$ cat src/rtl/rrf_pkg.sv
package rrf_pkg;
  parameter int RRF_PW = 16;
  localparam int RRF_FIELDS = 4;
  localparam int RRF_IDX_W = $clog2(RRF_FIELDS);
  localparam int RRF_AW = 2 * RRF_PW;

  typedef logic [RRF_PW-1:0] ptr_t;
  typedef logic [RRF_AW-1:0] wide_t;
  typedef enum logic [1:0] {FS_IDLE, FS_ISSUE, FS_WAIT} fetch_state_t;

  localparam logic [2:0] SEL_START = 3'd0;
  localparam logic [2:0] SEL_END   = 3'd1;
  localparam logic [2:0] SEL_RD    = 3'd2;
  localparam logic [2:0] SEL_WR    = 3'd3;
  localparam logic [2:0] SEL_SEG   = 3'd4;
  localparam logic [2:0] SEL_THR   = 3'd5;

  function automatic ptr_t even_ptr(ptr_t d);
    return {d[RRF_PW-1:1], 1'b0};
  endfunction

  function automatic ptr_t field_offset(logic [RRF_IDX_W-1:0] idx, logic wide);
    return ptr_t'(idx) << (wide ? 2 : 1);
  endfunction

  function automatic ptr_t entry_bytes(logic wide);
    return ptr_t'(RRF_FIELDS * (wide ? 4 : 2));
  endfunction

  function automatic ptr_t ptr_advance(ptr_t base, ptr_t ring_end, ptr_t ring_start, logic wide);
    ptr_t nxt;
    nxt = base + entry_bytes(wide);
    return (nxt == ring_end) ? ring_start : nxt;
  endfunction

  function automatic logic below_water(wide_t words, ptr_t thr);
    return words < {{RRF_PW{1'b0}}, thr};
  endfunction
endpackage

$ cat src/rtl/rrf_regs.sv
module rrf_regs
  import rrf_pkg::*;
(
  input  logic        clk,
  input  logic        rst_n,
  input  logic        wr_en,
  input  logic [2:0]  wr_sel,
  input  ptr_t        wr_data,
  output ptr_t        ring_start,
  output ptr_t        ring_end,
  output ptr_t        wr_ptr,
  output ptr_t        seg,
  output ptr_t        low_thr
);
  always_ff @(posedge clk or negedge rst_n) begin
    if (!rst_n) begin
      ring_start <= '0;
      ring_end   <= '0;
      wr_ptr     <= '0;
      seg        <= '0;
      low_thr    <= '0;
    end else if (wr_en) begin
      case (wr_sel)
        SEL_START: ring_start <= even_ptr(wr_data);
        SEL_END:   ring_end   <= even_ptr(wr_data);
        SEL_WR:    wr_ptr     <= even_ptr(wr_data);
        SEL_SEG:   seg        <= wr_data;
        SEL_THR:   low_thr    <= wr_data;
        default: ;
      endcase
    end
  end
endmodule

$ cat src/rtl/rrf_ptr_unit.sv
module rrf_ptr_unit
  import rrf_pkg::*;
(
  input  logic clk,
  input  logic rst_n,
  input  logic wide,
  input  logic rd_wr,
  input  ptr_t rd_wr_data,
  input  logic fetch_last,
  input  ptr_t base_ptr,
  input  ptr_t ring_start,
  input  ptr_t ring_end,
  input  ptr_t wr_ptr,
  input  logic exh_clr,
  output ptr_t rd_ptr,
  output logic exhausted,
  output ptr_t adv_ptr,
  output logic adv_hits_wr
);
  assign adv_ptr     = ptr_advance(base_ptr, ring_end, ring_start, wide);
  assign adv_hits_wr = (adv_ptr == wr_ptr);

  always_ff @(posedge clk or negedge rst_n) begin
    if (!rst_n) begin
      rd_ptr    <= '0;
      exhausted <= 1'b0;
    end else begin
      if (fetch_last)  rd_ptr <= adv_ptr;
      else if (rd_wr)  rd_ptr <= rd_wr_data;
      if (fetch_last && adv_hits_wr) exhausted <= 1'b1;
      else if (exh_clr)              exhausted <= 1'b0;
    end
  end
endmodule

$ cat src/rtl/rrf_fetch_seq.sv
module rrf_fetch_seq
  import rrf_pkg::*;
(
  input  logic                          clk,
  input  logic                          rst_n,
  input  logic                          wide,
  input  logic                          start_req,
  input  ptr_t                          rd_ptr,
  input  ptr_t                          seg,
  input  logic                          mem_ready,
  input  logic                          mem_rvalid,
  input  ptr_t                          mem_rdata,
  output logic                          busy,
  output logic                          mem_valid,
  output wide_t                         mem_addr,
  output logic                          fetch_last,
  output ptr_t                          base_ptr,
  output logic [RRF_FIELDS-1:0][RRF_PW-1:0] entry,
  output logic                          done_q
);
  localparam logic [RRF_IDX_W-1:0] LAST_IDX = RRF_IDX_W'(RRF_FIELDS - 1);

  fetch_state_t           state;
  logic [RRF_IDX_W-1:0]   idx;
  ptr_t                   seg_q;
  ptr_t                   fld [RRF_FIELDS-1];

  assign busy       = (state != FS_IDLE);
  assign mem_valid  = (state == FS_ISSUE);
  assign mem_addr   = {seg_q, base_ptr + field_offset(idx, wide)};
  assign fetch_last = (state == FS_WAIT) && mem_rvalid && (idx == LAST_IDX);

  for (genvar g = 0; g < RRF_FIELDS - 1; g++) begin : g_entry
    assign entry[g] = fld[g];
  end
  assign entry[RRF_FIELDS-1] = mem_rdata;

  always_ff @(posedge clk or negedge rst_n) begin
    if (!rst_n) begin
      state    <= FS_IDLE;
      idx      <= '0;
      seg_q    <= '0;
      base_ptr <= '0;
      done_q   <= 1'b0;
      for (int i = 0; i < RRF_FIELDS - 1; i++) fld[i] <= '0;
    end else begin
      done_q <= fetch_last;
      if (start_req) begin
        state    <= FS_ISSUE;
        idx      <= '0;
        base_ptr <= rd_ptr;
        seg_q    <= seg;
      end else begin
        case (state)
          FS_ISSUE: if (mem_ready) state <= FS_WAIT;
          FS_WAIT: if (mem_rvalid) begin
            if (idx == LAST_IDX) begin
              state <= FS_IDLE;
            end else begin
              for (int i = 0; i < RRF_FIELDS - 1; i++)
                if (idx == RRF_IDX_W'(i)) fld[i] <= mem_rdata;
              idx   <= idx + 1'b1;
              state <= FS_ISSUE;
            end
          end
          default: ;
        endcase
      end
    end
  end
endmodule

$ cat src/rtl/rrf_buf_track.sv
module rrf_buf_track
  import rrf_pkg::*;
(
  input  logic                              clk,
  input  logic                              rst_n,
  input  logic                              fetch_last,
  input  logic [RRF_FIELDS-1:0][RRF_PW-1:0] entry,
  input  logic                              busy,
  input  logic                              pkt_done,
  input  wide_t                             pkt_words,
  input  ptr_t                              low_thr,
  output wide_t                             buf_addr,
  output wide_t                             buf_words,
  output logic                              low_req
);
  wide_t remaining;
  logic  pkt_take;

  assign remaining = buf_words - pkt_words;
  assign pkt_take  = pkt_done && !busy;
  assign low_req   = pkt_take && below_water(remaining, low_thr);

  always_ff @(posedge clk or negedge rst_n) begin
    if (!rst_n) begin
      buf_addr  <= '0;
      buf_words <= '0;
    end else if (fetch_last) begin
      buf_addr  <= {entry[1], entry[0]};
      buf_words <= {entry[3], entry[2]};
    end else if (pkt_take) begin
      buf_words <= remaining;
    end
  end
endmodule

$ cat src/rtl/rx_ring_fetch.sv
module rx_ring_fetch
  import rrf_pkg::*;
(
  input  logic        clk,
  input  logic        rst_n,
  input  logic        cfg_wide,
  input  logic        reg_wr_en,
  input  logic [2:0]  reg_wr_sel,
  input  logic [15:0] reg_wr_data,
  input  logic        cmd_fetch,
  input  logic        exh_clr,
  input  logic        pkt_done,
  input  logic [31:0] pkt_words,
  output logic        mem_valid,
  input  logic        mem_ready,
  output logic [31:0] mem_addr,
  input  logic        mem_rvalid,
  input  logic [15:0] mem_rdata,
  output logic        busy,
  output logic        fetch_done,
  output logic        exhausted,
  output logic [15:0] rd_ptr,
  output logic [31:0] buf_addr,
  output logic [31:0] buf_words
);
  ptr_t ring_start, ring_end, wr_ptr, seg, low_thr, base_ptr, adv_ptr;
  logic fetch_last, adv_hits_wr, low_req, start_req, rd_wr;
  logic [RRF_FIELDS-1:0][RRF_PW-1:0] entry;

  assign rd_wr     = reg_wr_en && (reg_wr_sel == SEL_RD);
  assign start_req = !busy && (cmd_fetch || (exh_clr && exhausted) || low_req);

  rrf_regs u_regs (
    .clk(clk), .rst_n(rst_n), .wr_en(reg_wr_en), .wr_sel(reg_wr_sel),
    .wr_data(reg_wr_data), .ring_start(ring_start), .ring_end(ring_end),
    .wr_ptr(wr_ptr), .seg(seg), .low_thr(low_thr)
  );

  rrf_ptr_unit u_ptr (
    .clk(clk), .rst_n(rst_n), .wide(cfg_wide), .rd_wr(rd_wr),
    .rd_wr_data(even_ptr(reg_wr_data)), .fetch_last(fetch_last),
    .base_ptr(base_ptr), .ring_start(ring_start), .ring_end(ring_end),
    .wr_ptr(wr_ptr), .exh_clr(exh_clr), .rd_ptr(rd_ptr),
    .exhausted(exhausted), .adv_ptr(adv_ptr), .adv_hits_wr(adv_hits_wr)
  );

  rrf_fetch_seq u_seq (
    .clk(clk), .rst_n(rst_n), .wide(cfg_wide), .start_req(start_req),
    .rd_ptr(rd_ptr), .seg(seg), .mem_ready(mem_ready),
    .mem_rvalid(mem_rvalid), .mem_rdata(mem_rdata), .busy(busy),
    .mem_valid(mem_valid), .mem_addr(mem_addr), .fetch_last(fetch_last),
    .base_ptr(base_ptr), .entry(entry), .done_q(fetch_done)
  );

  rrf_buf_track u_buf (
    .clk(clk), .rst_n(rst_n), .fetch_last(fetch_last), .entry(entry),
    .busy(busy), .pkt_done(pkt_done), .pkt_words(pkt_words),
    .low_thr(low_thr), .buf_addr(buf_addr), .buf_words(buf_words),
    .low_req(low_req)
  );
endmodule

$ cat config.mk
export PLATFORM = sky130hd
export DESIGN_NAME = rx_ring_fetch
export DESIGN_NICKNAME = d
export VERILOG_FILES = /design/src/rtl/rrf_pkg.sv /design/src/rtl/rrf_regs.sv /design/src/rtl/rrf_ptr_unit.sv /design/src/rtl/rrf_fetch_seq.sv /design/src/rtl/rrf_buf_track.sv /design/src/rtl/rx_ring_fetch.sv
export SDC_FILE = /design/constraint.sdc
export NUM_CORES = 1
export LEC_CHECK = 0
export BUFFER_PORTS_ARGS = -buffer_cell sky130_fd_sc_hd__buf_4
export CAP_MARGIN = 10
export CORE_UTILIZATION = 33
export CTS_CLUSTER_DIAMETER = 30
export DETAILED_ROUTE_END_ITERATION = 6
export GPL_TIMING_DRIVEN = 1
export PLACE_DENSITY = 0.54
export SYNTH_ARGS = -nofsm -noshare
export SYNTH_HDL_FRONTEND = slang
export SYNTH_SLANG_ARGS = --single-unit
export TNS_END_PERCENT = 100
$ cat constraint.sdc
create_clock -name clk -period 13.4 [get_ports clk]
set_clock_uncertainty 0.05 [all_clocks]
set_input_delay 2.68 -clock clk [delete_from_list [all_inputs] [get_ports clk]]
set_output_delay 2.68 -clock clk [all_outputs]
set_load 0.01 [all_outputs]
==> results.toml, run 1 <==
[final_layout]
syn2layout_area_growth_pct = 30.5
nNetsFinal = 1596
finish.utilization = 0.436
fillerInstances = 3836
layout_common_cells = "243 x dfrtp_1, 202 x buf_4, 192 x nand2_1"
antenna_cells = 0
design_area_um2 = 17300
fin_cells = 2031
drive_gt1_frac = 0.316
layout_commonest_cell = "dfrtp_1"

[synthesis]
synth-seq-area-share = 0.459
ys_ff_latch = 243
synth-xor-area-share = 0.0570
synth_fa_ha_area_frac = 0.0584
syn_area_per_cell_um2 = 10.6
synth_top_family_by_area = "multiplexers"
post_synth_num_cell_types = 69
synthMuxAreaShare = 0.156
synth_cells = 1253
ys.flop_type = "dfrtp_1"
synth-edff-count = 0
synth_simple_gate_area_share = 0.119
yosysWarnings = 0
synth_compound_area_frac = 0.112
synth_area_um2 = 13200
ys_async_sr_fraction = 1.00

[worst_setup_path]
critPathMaxFanout = 5
critPathRequiredTime_ns = 10.67
cp.arrival_ns = 4.71
reg2regPathDepth = 20
r2r_start = "u_buf.buf_words[0]"
r2r-end = "u_seq.base_ptr[2]"
r2r_slack_ns = 7.89
cp-start-kind = "input pin"
end_kind = "output port"
cp-startpoint = "cfg_wide"
crit_type = "in -> out"

[floorplanning]
die_x_um = 202
start_util = 0.334
dieArea_um2 = 40900
core_area_um2 = 39600
rows = 73
die_h_um = 202
io_pins = 192

[drt]
firstDrtPassIters = 5
drc = 0
drtIter0Drc = 567
wirelength_mm = 39.9
routedWlPerCell_um = 19.6
viasPerCell = 5.06
vias = 10300
antenna_left = 0

[status]
status = "finished clean"

[grt]
grt_max_degree = 98
grt_pass1_vias = 10600
grt_pass1_wl_mm = 62.3
grt-ovfl-total = 0
grt_usage = 0.197
antenna_found_initial = 0

[placement]
place_inst = 1927
placed_area_um2 = 15200
gp_congestion = 0.918
portBuffers = 191
dp_hpwl_mm = 28.7

[power_and_ir_drop]
swShare = 0.360
p_seq_frac = 0.284
p_switching_uw = 1570
p_leak_uw = 0.00826
intPower_uw = 2780
pwr-share-comb = 0.375
clockPowerShare = 0.341
power.density_nw_per_um2 = 252
peakVddDrop_v = 0.000119
finalPower_uw = 4350

[sta]
fmax_mhz = 134
worst_slew_pin_slew_ns = 1.12
fin_tns_setup_ns = 0
finalCritPeriodShare = 0.555
slew_viol_final = 0
period_minus_slack_ns = 7.44
hold_viol_final = 0
grt_setup_unrepaired = "no"
max_slew_margin = 0.251
setup_viol = 0

[clock_tree]
clkLatencyLatePin_ns = 0.58
cts_max_level = 2
cts_resized = 0
tritoncts = "built"
clock-sinks = 243
clk_pin_slew_ns = 0.05
cts_setup_buffers = 0
hold_buffers = 0
clock_path_buffers = 3
numCtsBuffers = 56
cts-root-buf = "clkbuf_16"

[hold_path]
min_path_cells = 2
hold_class = "reg -> reg"
min_from = "u_seq.entry[16]"
hold_end = "u_buf.buf_addr[16]"

[job]
drv_cap = 0
sequential cells by signal (all words and copies together), names as in the netlist:
| signal | flops |
|---|---|
| u_seq.entry | 48 |
| u_buf.buf_addr | 32 |
| u_buf.buf_words | 32 |
| u_ptr.rd_ptr | 16 |
| u_regs.low_thr | 16 |
| u_regs.seg | 16 |
| u_seq.base_ptr | 16 |
| u_seq.seg_q | 16 |
| u_regs.ring_end | 15 |
| u_regs.ring_start | 15 |
| u_regs.wr_ptr | 15 |
| u_seq.idx | 2 |
| u_seq.state | 2 |
| u_ptr.exhausted | 1 |
| u_seq.done_q | 1 |
worst max-delay path, stage by stage:
cell	delay (ns)
buf_4	0.14
nand2_1	0.05
o21ai_0	0.09
ha_1	0.35
a21oi_1	0.11
o21bai_1	0.14
a21oi_1	0.15
or3_1	0.43
nor2_1	0.26
xor2_1	0.19
buf_4	0.14
area by class of cell:
type,count,area [um^2],area share
inverter,69,259,0.0150
clock buffer,66,1480,0.0856
timing repair buffer,203,1530,0.0886
tap,525,657,0.0380
sequential,243,6080,0.352
multi-input combinational,887,6680,0.387
clock inverter,38,596,0.0345
logic make-up after synthesis:
family	after synthesis
xor+xnor	83
other cells	1
flops	243
fa+ha+maj	60
mux	176
compound gates	217
buf+inv	124
simple gates	349
routing by layer:
layer / vias up / track usage / wire length (um)
li1: 4841 / - / -
met1: 5103 / 0.277 / 18900
met2: 269 / 0.308 / 18200
met3: 69 / 0.0300 / 1820
met4: 0 / 0.0669 / 970
met5: - / 0 / 0
worst max-delay path by stage:
stage | slack, ns | to | cells past startpoint
floorplan | 6.41 | u_seq.seg_q[10] | 21
global placement | 5.72 | u_seq.base_ptr[2] | 20
detailed placement | 5.67 | u_seq.base_ptr[2] | 20
CTS | 5.98 | mem_addr[15] | 11
global route | 5.83 | mem_addr[15] | 11
finish | 5.96 | mem_addr[15] | 11
power groups by stage:
stage / Clock, uW / Sequential (uW) / Combinational, uW
final: 1480 / 1240 / 1630
after global routing: 1540 / 1270 / 1800
after CTS: 1510 / 1240 / 1630
after detailed placement: 0 / 1250 / 1620
after global placement: 0 / 1240 / 1610
after floorplan: 0 / 1180 / 1070
synthesized netlist by cell type (all sizes together), types with 3 or more instances:
master,number,area share
a221o,5,0.0038
and2,4,0.0019
a21o,13,0.0079
and4,5,0.0033
dfrtp,243,0.46
mux2i,18,0.014
a221oi,4,0.0040
ha,57,0.054
o211ai,7,0.0040
o21ai,28,0.011
or3,4,0.0019
buf,14,0.0070
a21oi,65,0.025
inv,69,0.020
nand4,10,0.0047
clkbuf,41,0.012
o31ai,6,0.0048
mux2,158,0.14
and3,8,0.0039
o2111ai,4,0.0026
a22oi,28,0.016
nand3,16,0.0060
nor3,17,0.0068
xnor2,51,0.034
nor3b,3,0.0017
nand2b,5,0.0024
o21bai,6,0.0034
nor4,9,0.0047
nand2,192,0.054
a31oi,4,0.0019
o21a,7,0.0040
nor2,49,0.014
fa,3,0.0045
nor2b,21,0.0099
a211oi,20,0.012
xor2,30,0.020
stage by stage:
step	setup slack [ns]	hold slack (ns)
after global routing	5.83	0.437
after detailed placement	5.67	0.398
after floorplan	6.41	0.383
after global placement	5.72	0.394
final	5.96	0.405
after CTS	5.98	0.406
Note: power is estimated with default switching activity, not from simulation.
==> run 2: changes to the inputs <==
--- a/config.mk
+++ b/config.mk
@@ -11,7 +11,7 @@
 export CTS_CLUSTER_DIAMETER = 30
 export DETAILED_ROUTE_END_ITERATION = 6
 export GPL_TIMING_DRIVEN = 1
-export PLACE_DENSITY = 0.54
+export PLACE_DENSITY = 0.56
 export SYNTH_ARGS = -nofsm -noshare
 export SYNTH_HDL_FRONTEND = slang
 export SYNTH_SLANG_ARGS = --single-unit
==> constraint.sdc (replaced) <==
create_clock -name clk -period 6.1 [get_ports clk]
set_clock_uncertainty 0.05 [all_clocks]
set_input_delay 1.22 -clock clk [delete_from_list [all_inputs] [get_ports clk]]
set_output_delay 1.22 -clock clk [all_outputs]
set_load 0.01 [all_outputs]
==> results.toml, run 2 (same netlist as run 1, synthesis figures left out) <==
[worst_setup_path]
r2r-end = "u_seq.base_ptr[4]"
critPathMaxFanout = 17
end_kind = "register"
critPathRequiredTime_ns = 6.50
cp-start-kind = "input pin"
reg2regPathDepth = 20
r2r_slack_ns = 0.97
cp-startpoint = "pkt_words[1]"
r2r_start = "u_buf.buf_words[0]"
crit_type = "in -> reg"
cp.arrival_ns = 5.66

[hold_path]
hold_class = "reg -> reg"
min_path_cells = 2
hold_end = "u_buf.buf_addr[2]"
min_from = "u_seq.entry[2]"

[final_layout]
nNetsFinal = 1597
drive_gt1_frac = 0.317
layout_commonest_cell = "dfrtp_1"
largest_reg_flops = 48
syn2layout_area_growth_pct = 30.4
antenna_cells = 0
layout_common_cells = "243 x dfrtp_1, 199 x buf_4, 192 x nand2_1"

[floorplanning]
core_area_um2 = 39600
start_util = 0.334
io_pins = 192
dieArea_um2 = 40900
die_x_um = 202
rows = 73
die_h_um = 202

[power_and_ir_drop]
power.density_nw_per_um2 = 547
intPower_uw = 6070
pwr-share-comb = 0.382
clockPowerShare = 0.333
p_seq_frac = 0.286
p_leak_uw = 0.00827
peakVddDrop_v = 0.000238
swShare = 0.358
p_switching_uw = 3380

[drt]
firstDrtPassIters = 4
wirelength_mm = 39.9
antenna_left = 0
vias = 10200
drtIter0Drc = 551
viasPerCell = 5.02
routedWlPerCell_um = 19.6
drc = 0

[placement]
dp_hpwl_mm = 28.8
gp_congestion = 0.868
portBuffers = 191
dp_slack_ns = 0.268

[clock_tree]
cts_resized = 0
clock-sinks = 243
clock_path_buffers = 3
cts_max_level = 2
clkLatencyLatePin_ns = 0.57
hold_buffers = 0
numCtsBuffers = 57
tritoncts = "built"
cts_setup_buffers = 0
clk_pin_slew_ns = 0.05
cts-root-buf = "clkbuf_16"

[sta]
max_slew_margin = 0.282
setup_viol = 0
fin_tns_setup_ns = 0
worst_slew_pin_slew_ns = 1.08
slew_viol_final = 0
period_minus_slack_ns = 5.26
finalCritPeriodShare = 0.862
hold_viol_final = 0
fmax_mhz = 190
grt_setup_unrepaired = "no"
worst_slack_ns = 0.840

[grt]
grt-ovfl-total = 0
grt_pass1_vias = 10500
use_met2 = 0.309
grt-busiest-layer = "met2"
grt_pass1_wl_mm = 62.5
grt_use_met1 = 0.278
use_met3 = 0.0293
grt_max_degree = 135
grt_usage = 0.198
antenna_found_initial = 1

[job]
drv_cap = 0

[status]
status = "finished clean"
-- run 2: routing by layer --
layer,routed length (um),vias up
met5,0,-
met4,1160,0
met3,1760,72
met2,18000,249
met1,18900,5039
li1,-,4834
-- run 2: area by class of cell --
type                            instances  area, um^2
Clock buffer                           71        1570
Clock inverter                         34         449
Fill cell                            3820       22400
Inverter                               69         259
Multi-Input combinational cell        887        6690
Sequential cell                       243        6080
Tap cell                              525         657
Timing Repair Buffer                  203        1570
-- run 2: worst max path at each step --
stage                         to  cells past startpoint
4_1_cts        u_seq.base_ptr[0]                     22
5_1_grt        u_seq.base_ptr[0]                     22
2_1_floorplan    u_seq.seg_q[10]                     21
3_5_place_dp   u_seq.base_ptr[2]                     22
3_3_place_gp   u_seq.base_ptr[4]                     20
6_report       u_seq.base_ptr[4]                     22
-- run 2: critical path: stages --
cell      delay [ns]
buf_4           0.11
inv_1           0.10
ha_1            0.24
nor2b_1         0.14
o21ai_0         0.22
nor2_1          0.09
o21ai_0         0.22
nand2b_1        0.08
a21oi_1         0.22
o21a_1          0.17
xnor2_1         0.14
ha_1            0.29
and3_1          0.19
a221o_1         0.35
a21oi_1         0.15
a21oi_1         0.10
or3_1           0.36
nor4_2          0.15
nand4_1         0.17
o31ai_4         0.35
buf_12          0.24
mux2_2          0.35
-- run 2: power groups by stage --
| stage | Combinational (uW) | Sequential (uW) | Clock [uW] |
|---|---|---|---|
| after floorplan | 2360 | 2590 | 0 |
| after global placement | 3560 | 2720 | 0 |
| after detailed placement | 3610 | 2720 | 0 |
| after CTS | 3630 | 2710 | 3200 |
| after global routing | 3990 | 2780 | 3280 |
| final | 3610 | 2700 | 3140 |
-- run 2: per-stage QoR --
stage	total power, uW	instance area, um^2	hold WS [ns]	util	std cells
floorplan	4950	13200	0.383	-	1254
global placement	6280	15300	0.395	0.385	1927
detailed placement	6330	15300	0.400	0.385	1927
CTS	9530	17300	0.411	0.436	2032
global route	10100	17300	0.430	0.436	2032
finish	9450	17300	0.407	0.436	2032
==> run 3: changes to the inputs <==
--- a/config.mk
+++ b/config.mk
@@ -11,7 +11,7 @@
 export CTS_CLUSTER_DIAMETER = 30
 export DETAILED_ROUTE_END_ITERATION = 6
 export GPL_TIMING_DRIVEN = 1
-export PLACE_DENSITY = 0.56
+export PLACE_DENSITY = 0.54
 export SYNTH_ARGS = -nofsm -noshare
 export SYNTH_HDL_FRONTEND = slang
 export SYNTH_SLANG_ARGS = --single-unit
==> constraint.sdc (replaced) <==
create_clock -name clk -period 6.75 [get_ports clk]
set_clock_uncertainty 0.05 [all_clocks]
set_input_delay 1.35 -clock clk [delete_from_list [all_inputs] [get_ports clk]]
set_output_delay 1.35 -clock clk [all_outputs]
set_load 0.01 [all_outputs]
==> results.toml, run 3 (same netlist as run 1, synthesis figures left out) <==
[drt]
drc = 0
drtIter0Drc = 564
met2_wirelength_mm = 18.3
viasPerCell = 5.06
wl_met1_mm = 19.1
routedWlPerCell_um = 19.7
firstDrtPassIters = 6
wirelength_mm = 40.2
antenna_left = 0
vias = 10300
highest_layer = "met4"
wl_met3_mm = 1.93

[worst_setup_path]
crit_top_cell = "a21oi_1"
critPathRequiredTime_ns = 7.16
cp-start-kind = "input pin"
end_kind = "register"
crit_path_top_delay_cell = "a221oi_4"
crit_chain = "buf_4 -> ha_1 -> inv_1 -> fa_1 -> a21o_1 -> a221oi_4 -> o31ai_1 -> a21oi_1 -> xnor2_1 -> ha_1 -> and3_1 -> a221o_1 -> a21oi_1 -> a21oi_1 -> or3_1 -> nor4_2 -> nand4_1 -> o31ai_4 -> buf_12 -> mux2_2"
crit_type = "in -> reg"
cp.arrival_ns = 5.99
slowest_delay_ns = 0.43
critPathMaxFanout = 35

[job]
drv_cap = 0

[final_layout]
antenna_cells = 0
drive_gt1_frac = 0.322
fin_cells = 2036
nNetsFinal = 1599
layout_commonest_cell = "dfrtp_1"
layout_common_cells = "243 x dfrtp_1, 202 x buf_4, 192 x nand2_1"
syn2layout_area_growth_pct = 31.9
design_area_um2 = 17500
largest_reg_flops = 48

[floorplanning]
rows = 73
io_pins = 192
die_h_um = 202
core_area_um2 = 39600
dieArea_um2 = 40900
start_util = 0.334
die_x_um = 202

[clock_tree]
tritoncts = "built"
clk_pin_slew_ns = 0.05
cts-root-buf = "clkbuf_16"
cts_max_level = 2
cts_resized = 0
cts_setup_buffers = 0
clock-sinks = 243
hold_buffers = 0
numCtsBuffers = 58
clock_path_buffers = 3
clkLatencyLatePin_ns = 0.58

[sta]
setup_viol = 0
worst_slew_pin_slew_ns = 0.990
fin_tns_setup_ns = 0
slew_viol_final = 0
grt_setup_unrepaired = "no"
period_minus_slack_ns = 5.57
finalCritPeriodShare = 0.826
worst_slack_ns = 1.18
max_slew_margin = 0.340
hold_viol_final = 0
fmax_mhz = 179

[hold_path]
hold_class = "reg -> reg"

[grt]
grt_pass1_wl_mm = 62.6
grt_max_degree = 107
grt_usage = 0.198
grt_pass1_vias = 10500
grt-ovfl-total = 0
antenna_found_initial = 0

[power_and_ir_drop]
p_leak_uw = 0.00835
finalPower_uw = 8870
peakVddDrop_v = 0.000238
power.density_nw_per_um2 = 508

[placement]
place_inst = 1928
dp_hpwl_mm = 29.2
portBuffers = 191
gp_congestion = 0.897
placed_area_um2 = 15200
dp_slack_ns = 0.583

[status]
status = "finished clean"
run 3: metal layers:
metal / up-vias / global-route usage
li1: 4830 / -
met1: 5133 / 0.279
met2: 295 / 0.313
met3: 51 / 0.0300
met4: 0 / 0.0615
met5: - / 0
run 3: stage by stage:
stage	util	hold slack [ns]
2_1_floorplan	-	0.383
3_3_place_gp	0.384	0.393
3_5_place_dp	0.384	0.400
4_1_cts	0.441	0.413
5_1_grt	0.441	0.431
6_report	0.441	0.411
run 3: path summary, 6_finish.rpt:
kind	from	end	slack, ns	cells after the start
min reg2reg	u_seq.entry[12]	u_buf.buf_addr[12]	0.41	2
max in group asynchronous	rst_n	u_buf.buf_words[23]	4.38	2
min	u_seq.entry[12]	u_buf.buf_addr[12]	0.41	2
max	pkt_words[0]	u_seq.base_ptr[1]	1.18	20
min in group asynchronous	rst_n	u_seq.base_ptr[10]	0.77	1
max reg2reg	u_buf.buf_words[0]	u_seq.base_ptr[1]	1.52	20
run 3: report_power, final:
part           total [uW]  switching, uW  leakage [uW]  internal [uW]
clock network        3160            937       0.00107           2220
registers            2460            500       0.00305           1960
logic                3240           1680       0.00423           1560
run 3: area by class of cell:
type                    instances  area (um^2)
flip-flops and latches        243         6080
repair buffers                204         1550
clock inverters                46          739
inverters                      69          259
fillers                      3863        22200
well taps                     525          657
multi-input cells             887         6680
clock buffers                  62         1500
run 3: worst max-delay path: cells and delay by family:
family | cells | cell delay [ns]
AO/OA/AOI/OAI | 8 | 1.83
XOR/XNOR | 1 | 0.18
adder cells (fa/ha/maj) | 3 | 0.84
buffers and inverters | 3 | 0.42
multiplexers | 1 | 0.37
AND/OR/NAND/NOR | 4 | 0.93
